`src/rtl/lookup_seq.sv`:
```
module lookup_seq #(
  parameter int PCW = 11,
  parameter int NW  = 4,
  parameter int DW  = 8,
  parameter int OPW = 3
) (
  input  logic           clk,
  input  logic           rst_n,
  input  logic           strobe,
  input  logic [OPW-1:0] op,
  input  logic           skip,
  input  logic [NW-1:0]  acc,
  input  logic [NW-1:0]  mem,
  input  logic [DW-1:0]  rom_data,
  output logic [PCW-1:0] rom_addr,
  output logic [PCW-1:0] pc,
  output logic [PCW-1:0] stk_a,
  output logic [PCW-1:0] stk_b,
  output logic [PCW-1:0] stk_c,
  output logic [DW-1:0]  qreg,
  output logic           busy
);
  localparam int LOW = 2 * NW;
  localparam logic [OPW-1:0] OP_LKP  = OPW'(1);
  localparam logic [OPW-1:0] OP_JMP  = OPW'(2);
  localparam logic [OPW-1:0] OP_CALL = OPW'(3);
  localparam logic [OPW-1:0] OP_RET  = OPW'(4);

  logic [PCW-1:0] pc_r, sa_r, sb_r, sc_r;
  logic [DW-1:0]  q_r;
  logic           busy_r, lkp_r;

  logic [PCW-1:0] pc_inc, ind_addr;
  logic           issue, ind_go;

  assign pc_inc   = pc_r + PCW'(1);
  assign ind_addr = {pc_inc[PCW-1:LOW], acc, mem};
  assign issue    = strobe && !busy_r;
  assign ind_go   = issue && !skip && (op == OP_LKP || op == OP_JMP);
  assign rom_addr = ind_go ? ind_addr : pc_r;

  always_ff @(posedge clk) begin
    if (!rst_n) begin
      pc_r   <= '0;
      sa_r   <= '0;
      sb_r   <= '0;
      sc_r   <= '0;
      q_r    <= '0;
      busy_r <= 1'b0;
      lkp_r  <= 1'b0;
    end else if (busy_r) begin
      busy_r <= 1'b0;
      if (lkp_r) begin
        q_r  <= rom_data;
        pc_r <= sa_r;
        sa_r <= sb_r;
        sb_r <= sc_r;
      end else begin
        pc_r[LOW-1:0] <= rom_data[LOW-1:0];
      end
    end else if (issue) begin
      if (skip) begin
        pc_r <= pc_inc;
      end else begin
        unique case (op)
          OP_LKP: begin
            pc_r   <= ind_addr;
            sa_r   <= pc_inc;
            sb_r   <= sa_r;
            sc_r   <= sb_r;
            busy_r <= 1'b1;
            lkp_r  <= 1'b1;
          end
          OP_JMP: begin
            pc_r   <= pc_inc;
            busy_r <= 1'b1;
            lkp_r  <= 1'b0;
          end
          OP_CALL: begin
            pc_r <= ind_addr;
            sa_r <= pc_inc;
            sb_r <= sa_r;
            sc_r <= sb_r;
          end
          OP_RET: begin
            pc_r <= sa_r;
            sa_r <= sb_r;
            sb_r <= sc_r;
          end
          default: pc_r <= pc_inc;
        endcase
      end
    end
  end

  assign pc    = pc_r;
  assign stk_a = sa_r;
  assign stk_b = sb_r;
  assign stk_c = sc_r;
  assign qreg  = q_r;
  assign busy  = busy_r;


  busy_one_chk: assert property (@(posedge clk) disable iff (!rst_n)
    busy_r |=> !busy_r);


  q_hold_chk: assert property (@(posedge clk) disable iff (!rst_n)
    !(busy_r && lkp_r) |=> q_r == $past(q_r));


  lkp_restore_chk: assert property (@(posedge clk) disable iff (!rst_n)
    (busy_r && lkp_r) |=> (pc_r == $past(pc_r, 2) + PCW'(1)) && (sa_r == $past(sa_r, 2)));


  jmp_upper_chk: assert property (@(posedge clk) disable iff (!rst_n)
    (busy_r && !lkp_r) |=> (pc_r[PCW-1:LOW] == $past(pc_r[PCW-1:LOW])) && $stable(sa_r) && $stable(sc_r));


  skip_chk: assert property (@(posedge clk) disable iff (!rst_n)
    (strobe && !busy_r && skip) |=> !busy_r && (pc_r == $past(pc_r) + PCW'(1)) && $stable(sb_r) && $stable(q_r));
endmodule

```
`config.mk`:
```
export PLATFORM = sky130hd
export DESIGN_NAME = lookup_seq
export DESIGN_NICKNAME = d
export VERILOG_FILES = /design/src/rtl/lookup_seq.sv
export SDC_FILE = /design/constraint.sdc
export NUM_CORES = 1
export LEC_CHECK = 0
export BUFFER_PORTS_ARGS = -buffer_cell sky130_fd_sc_hd__buf_4
export CAP_MARGIN = 20
export CORE_ASPECT_RATIO = 0.6
export CORE_MARGIN = 1
export CORE_UTILIZATION = 52
export CTS_CLUSTER_DIAMETER = 40
export DETAILED_ROUTE_END_ITERATION = 8
export PLACE_DENSITY = 0.91
export REMOVE_ABC_BUFFERS = 1
export SYNTH_ARGS = -nofsm -noshare
export SYNTH_HDL_FRONTEND = slang
export SYNTH_SLANG_ARGS = --single-unit
```
`constraint.sdc`:
```
create_clock -name clk -period 2.5 [get_ports clk]
set_input_delay 0.25 -clock clk [delete_from_list [all_inputs] [get_ports clk]]
set_output_delay 0.25 -clock clk [all_outputs]
set_load 0.05 [all_outputs]
```
[Word level (Yosys, flattened, before mapping)]
Cells that the tools add are included.
Cells by class
  add/sub/neg operators: 1
  multiply operators: 0
  div/mod/pow operators: 0
  magnitude comparators: 0
  eq/ne operators: 6
  shift operators: 0
  mux-type cells: 19
  bitwise logic cells: 4
  reduce and logical (&&, ||, !) cells: 17
Operators with widths (number)
  two-way mux 11 bit: 12
  one-hot mux 11 bit (2 select lines): 3
  AND reduction 4 bit: 3
  adder 11 x 1 -> 11 bit (second input constant): 1
  two-way mux 8 bit: 1
  == test 3 x 2 -> 1 bit (second input constant): 2
  inequality test 2 x 1 -> 1 bit (second input constant): 2
  inverter 1 bit: 4
  AND reduction 2 bit: 2
  nonzero test 2 bit: 2
  OR reduction 2 bit: 2
  OR reduction 4 bit: 1
  == test 3 x 1 -> 1 bit (second input constant): 1
  == test 3 bit (second input constant): 1
  logical AND 1 bit: 3
  two-way mux 3 bit: 1
  nonzero test 3 bit: 1
  zero test 1 bit: 2
  one-hot mux 1 bit (2 select lines): 1
  logical OR 1 bit: 1
  two-way mux 1 bit: 1
Storage, ports and cells
  flip-flop bits (word level): 54
  latch bits: 0
  memory bits (writable): 0
  bits in read-only memories: 0
  output and inout bits: 64
  word-level logic and storage cells: 55
  memories kept: 0

[Longest topological paths before layout]
  depth in word-level cells: 6
  gate-level depth with buffers: 7
  mapped depth without buffers: 5

[Least setup slack after synthesis]
No wires, ideal clock.
  path type: reg-to-output
  from: register pc_r[0], in the netlist pc[0]
  to: output rom_addr[8]
  arrival: 2.518 ns
  required time: 2.250 ns
  path slack: -0.268 ns
  cell stages (with the launch flop): 7
  buffers on the path: 1
  path through: dfxtp_1 -> ha_1 -> clkbuf_1 -> nand3_1 -> or2_2 -> nor2_1 -> xor2_1
Between the ends
  word-level cells in the longest chain between the ends: 2
Ends and longest elaborated chain
  start, declared: line 29  | logic [PCW-1:0] pc_r, sa_r, sb_r, sc_r;
  start signal, assigned: line 55  | pc_r <= sa_r;
  start signal, assigned by index: line 59  | pc_r[LOW-1:0] <= rom_data[LOW-1:0];
  start signal, assigned: line 63  | pc_r <= pc_inc;
  adder 11 x 1 -> 11 bit: line 36  | assign pc_inc = pc_r + PCW'(1);
  two-way mux 11 bit: line 40  | assign rom_addr = ind_go ? ind_addr : pc_r;
  end, declared: line 15  | output logic [PCW-1:0] rom_addr,
Every way passes these cells.

[Worst setup path after layout]
Ends and elaborated chain as after synthesis.

==> flow_summary.toml <==
[global_route]
globalRouteTotalUtil_pct = 33.2
use_met3_pct = 5.30
met2_usage_pct = 53.2
grtUsageMet1_pct = 47.1
grt_start_max_net_pins = 28
antenna_found_initial = 0
grt-ovfl-total = 0
grt_pass1_wl_um = 15400
top_usage_layer = "met2"
grt_pass1_vias = 3021

[synthesis]
synth_cell_types = 50
ys.flop_type = "dfxtp_1"
synth_top_cells_by_count = "nand2_1 (78), dfxtp_1 (54), a21oi_1 (33)"
avgSynthCellArea_sq_um = 7.90
synth.top_cell.area_share_pct = 36.6
syn_inst = 374
synthArstFlopShare_pct = 0
netlist_top_cells_area = "dfxtp_1 (37%), nand2_1 (9.9%), a21oi_1 (5.6%)"
synth-seq-cells = 54
netlist_area_sq_um = 2950
synth_edf_count = 0
yosysMostFrequentCell = "nand2_1"
yosysWarnings = 0
synth_top_cell_by_area = "dfxtp_1"
seq_area_frac_synth_pct = 36.6

[setup_path]
critPathSlowestCell = "dfxtp_2"
startpoint_type = "register"
timing.rr.start = "busy"
end_kind = "output pin"
critPathMaxFanout = 10
path_class = "reg -> out"
rr_worst_depth = 5
rrSetupSlack_ps = 560
arrival_ps = 2070
cpPeakStageDelay_ps = 490
cp_top_family = "simple AND/OR/NAND/NOR gates"
r2r-end = "stk_b[3]"
crit_buf_inv = 1
crit_required_ps = 2250
path_cells = "ha_1, nand3_1, or2_2, nor2_1, xor2_1, buf_4"

[timing]
finalSetupViolations = 0
fin_ws_ps = 178
finalClockSkew_ps = 12.4
fmax_mhz = 431
finalMaxSlewViolations = 0
fin_crit_sh_pct = 92.9
period_needed_ps = 2320
worst_pin_slew_ps = 644
hold_violations = 0
maxSlewHeadroom_pct = 57.0
rsz0062_at_grt = "no"

[place]
io_buffers = 86
place.gp.congestion = 0.924
dp_slack_ps = 147
dp_hpwl_um = 6760

[cts]
hold_buffers = 0
clock-sinks = 54
max-clock-path-buffers = 2
cts_max_level = 2
cts_root_buf = "clkbuf_8"
clk_latency_ps = 320
cts.clk_slew.worst_paths_ps = 110
cts_tree = "built"
cts_buffers = 5

[power_and_ir_drop]
switching_share_pct = 31.2
comb_power_share_pct = 19.3
internal_power_mw = 1.31
p_per_area_nw_per_um2 = 502
power.leakage_nw = 1.45
p_seq_share_pct = 48.0
max-vdd-ir-drop_uv = 288
finalPower_mw = 1.91
p_switching_mw = 0.594
clockPowerShare_pct = 32.7

[routing]
remaining_drc_errors = 0
finalWirelength_um = 9610
ant_nets = 0
drt_pass1_iterations = 5
routed_via_density = 6.42
avgRoutedWirePerCell_um = 18.5
dr_total_vias = 3339
drtIter0Drc = 357

[cells_and_area]
final_layout_size_suffix_gt1_share_pct = 30.2
antenna_cells = 0
areaGrowthSynthToFinish_pct = 28.6
fin_nets = 477

[min_path]
hold_path.startpoint = "rom_data[5]"
holdPathEnd = "qreg[5]"
whs_path_depth = 3
hold_path_class = "in -> reg"

[floorplanning]
die-height_um = 60.4
die_area_sq_um = 5990
ios = 87
rows = 20
core_area_sq_um = 5260
die_w_um = 99.3
initial_core_util_pct = 56.2

[run]
max_cap_violations = 0

[run_status]
run_status = "complete, no violations"
state kept, by name (all words and copies together) (netlist names):
register,count
pc,11
qreg,8
stk_c,11
stk_a,11
busy,1
stk_b,11
lkp_r,1
tightest hold or removal path, cell delays in order:
cell	delay, ps
buf_4	110
nand2_1	50
a21oi_1	50
routing by layer:
layer,share of wire [%],vias to the layer above
met3,11,25
met2,44,240
met1,43,1547
met5,0,-
li1,-,1527
met4,2.1,0
through the flow:
stage	utilization [%]	setup TNS, ps	instances	hold WS [ps]	instance area [sq um]
floorplan	-	-831	345	379	2830
global placement	69.8	0	512	442	3670
detailed placement	69.8	0	512	449	3670
CTS	72.1	0	520	177	3790
global route	72.2	0	520	179	3800
finish	72.2	0	520	173	3800
power groups by stage:
stage / combinational [mW] / clock, mW / sequential, mW
after floorplan: 0.151 / 0 / 0.993
after global placement: 0.353 / 0 / 0.932
after detailed placement: 0.360 / 0 / 0.932
after CTS: 0.362 / 0.619 / 0.912
after global routing: 0.387 / 0.652 / 0.917
final: 0.368 / 0.624 / 0.915
layout make-up:
cell class	count	area, sq um
inverter	4	15.0
fill	430	1460
tap	66	82.6
timing repair buffer	101	758
clock inverter	3	47.5
sequential	54	1080
multi-input combinational	287	1740
clock buffer	5	68.8
logic make-up (layout without fill, tap and decap cells):
group / after synthesis / after routing / synth area share [%]
adder cells (fa/ha/maj): 1 / 1 / 0.424
buffers and inverters: 33 / 113 / 4.75
multiplexers: 16 / 16 / 5.93
flip-flops: 54 / 54 / 36.6
AND/OR/NAND/NOR: 166 / 166 / 26.9
XOR/XNOR: 7 / 7 / 2.08
AO/OA/AOI/OAI: 97 / 97 / 23.3
worst max path at each step:
stage	startpoint	to	slack (ps)	cells past startpoint
after floorplan	busy	rom_addr[10]	-280	4
after global placement	op[2]	rom_addr[8]	290	6
after detailed placement	op[2]	rom_addr[8]	150	6
after CTS	busy	rom_addr[8]	20	5
after global routing	pc[0]	rom_addr[8]	90	6
final	pc[0]	rom_addr[8]	180	6
cells in the final DEF (no fill, tap or decap), drive strengths merged, types with 6 or more instances in the layout:
cell type	n
o221ai	6
nor2	15
nor3b	6
a311oi	12
nand3	16
buf	101
dfxtp	54
o21ai	15
mux2	12
nand2	79
a21oi	34
nor3	21
a221oi	7
repair_timing:
action / in CTS / in global routing
buffers inserted: 0 / 0
setup endpoints to repair: 11 / 11
endpoints found under the hold margin: 0 / 0
gates resized for setup: 1 / 3
No activity file was read; power rests on OpenSTA's default activity.
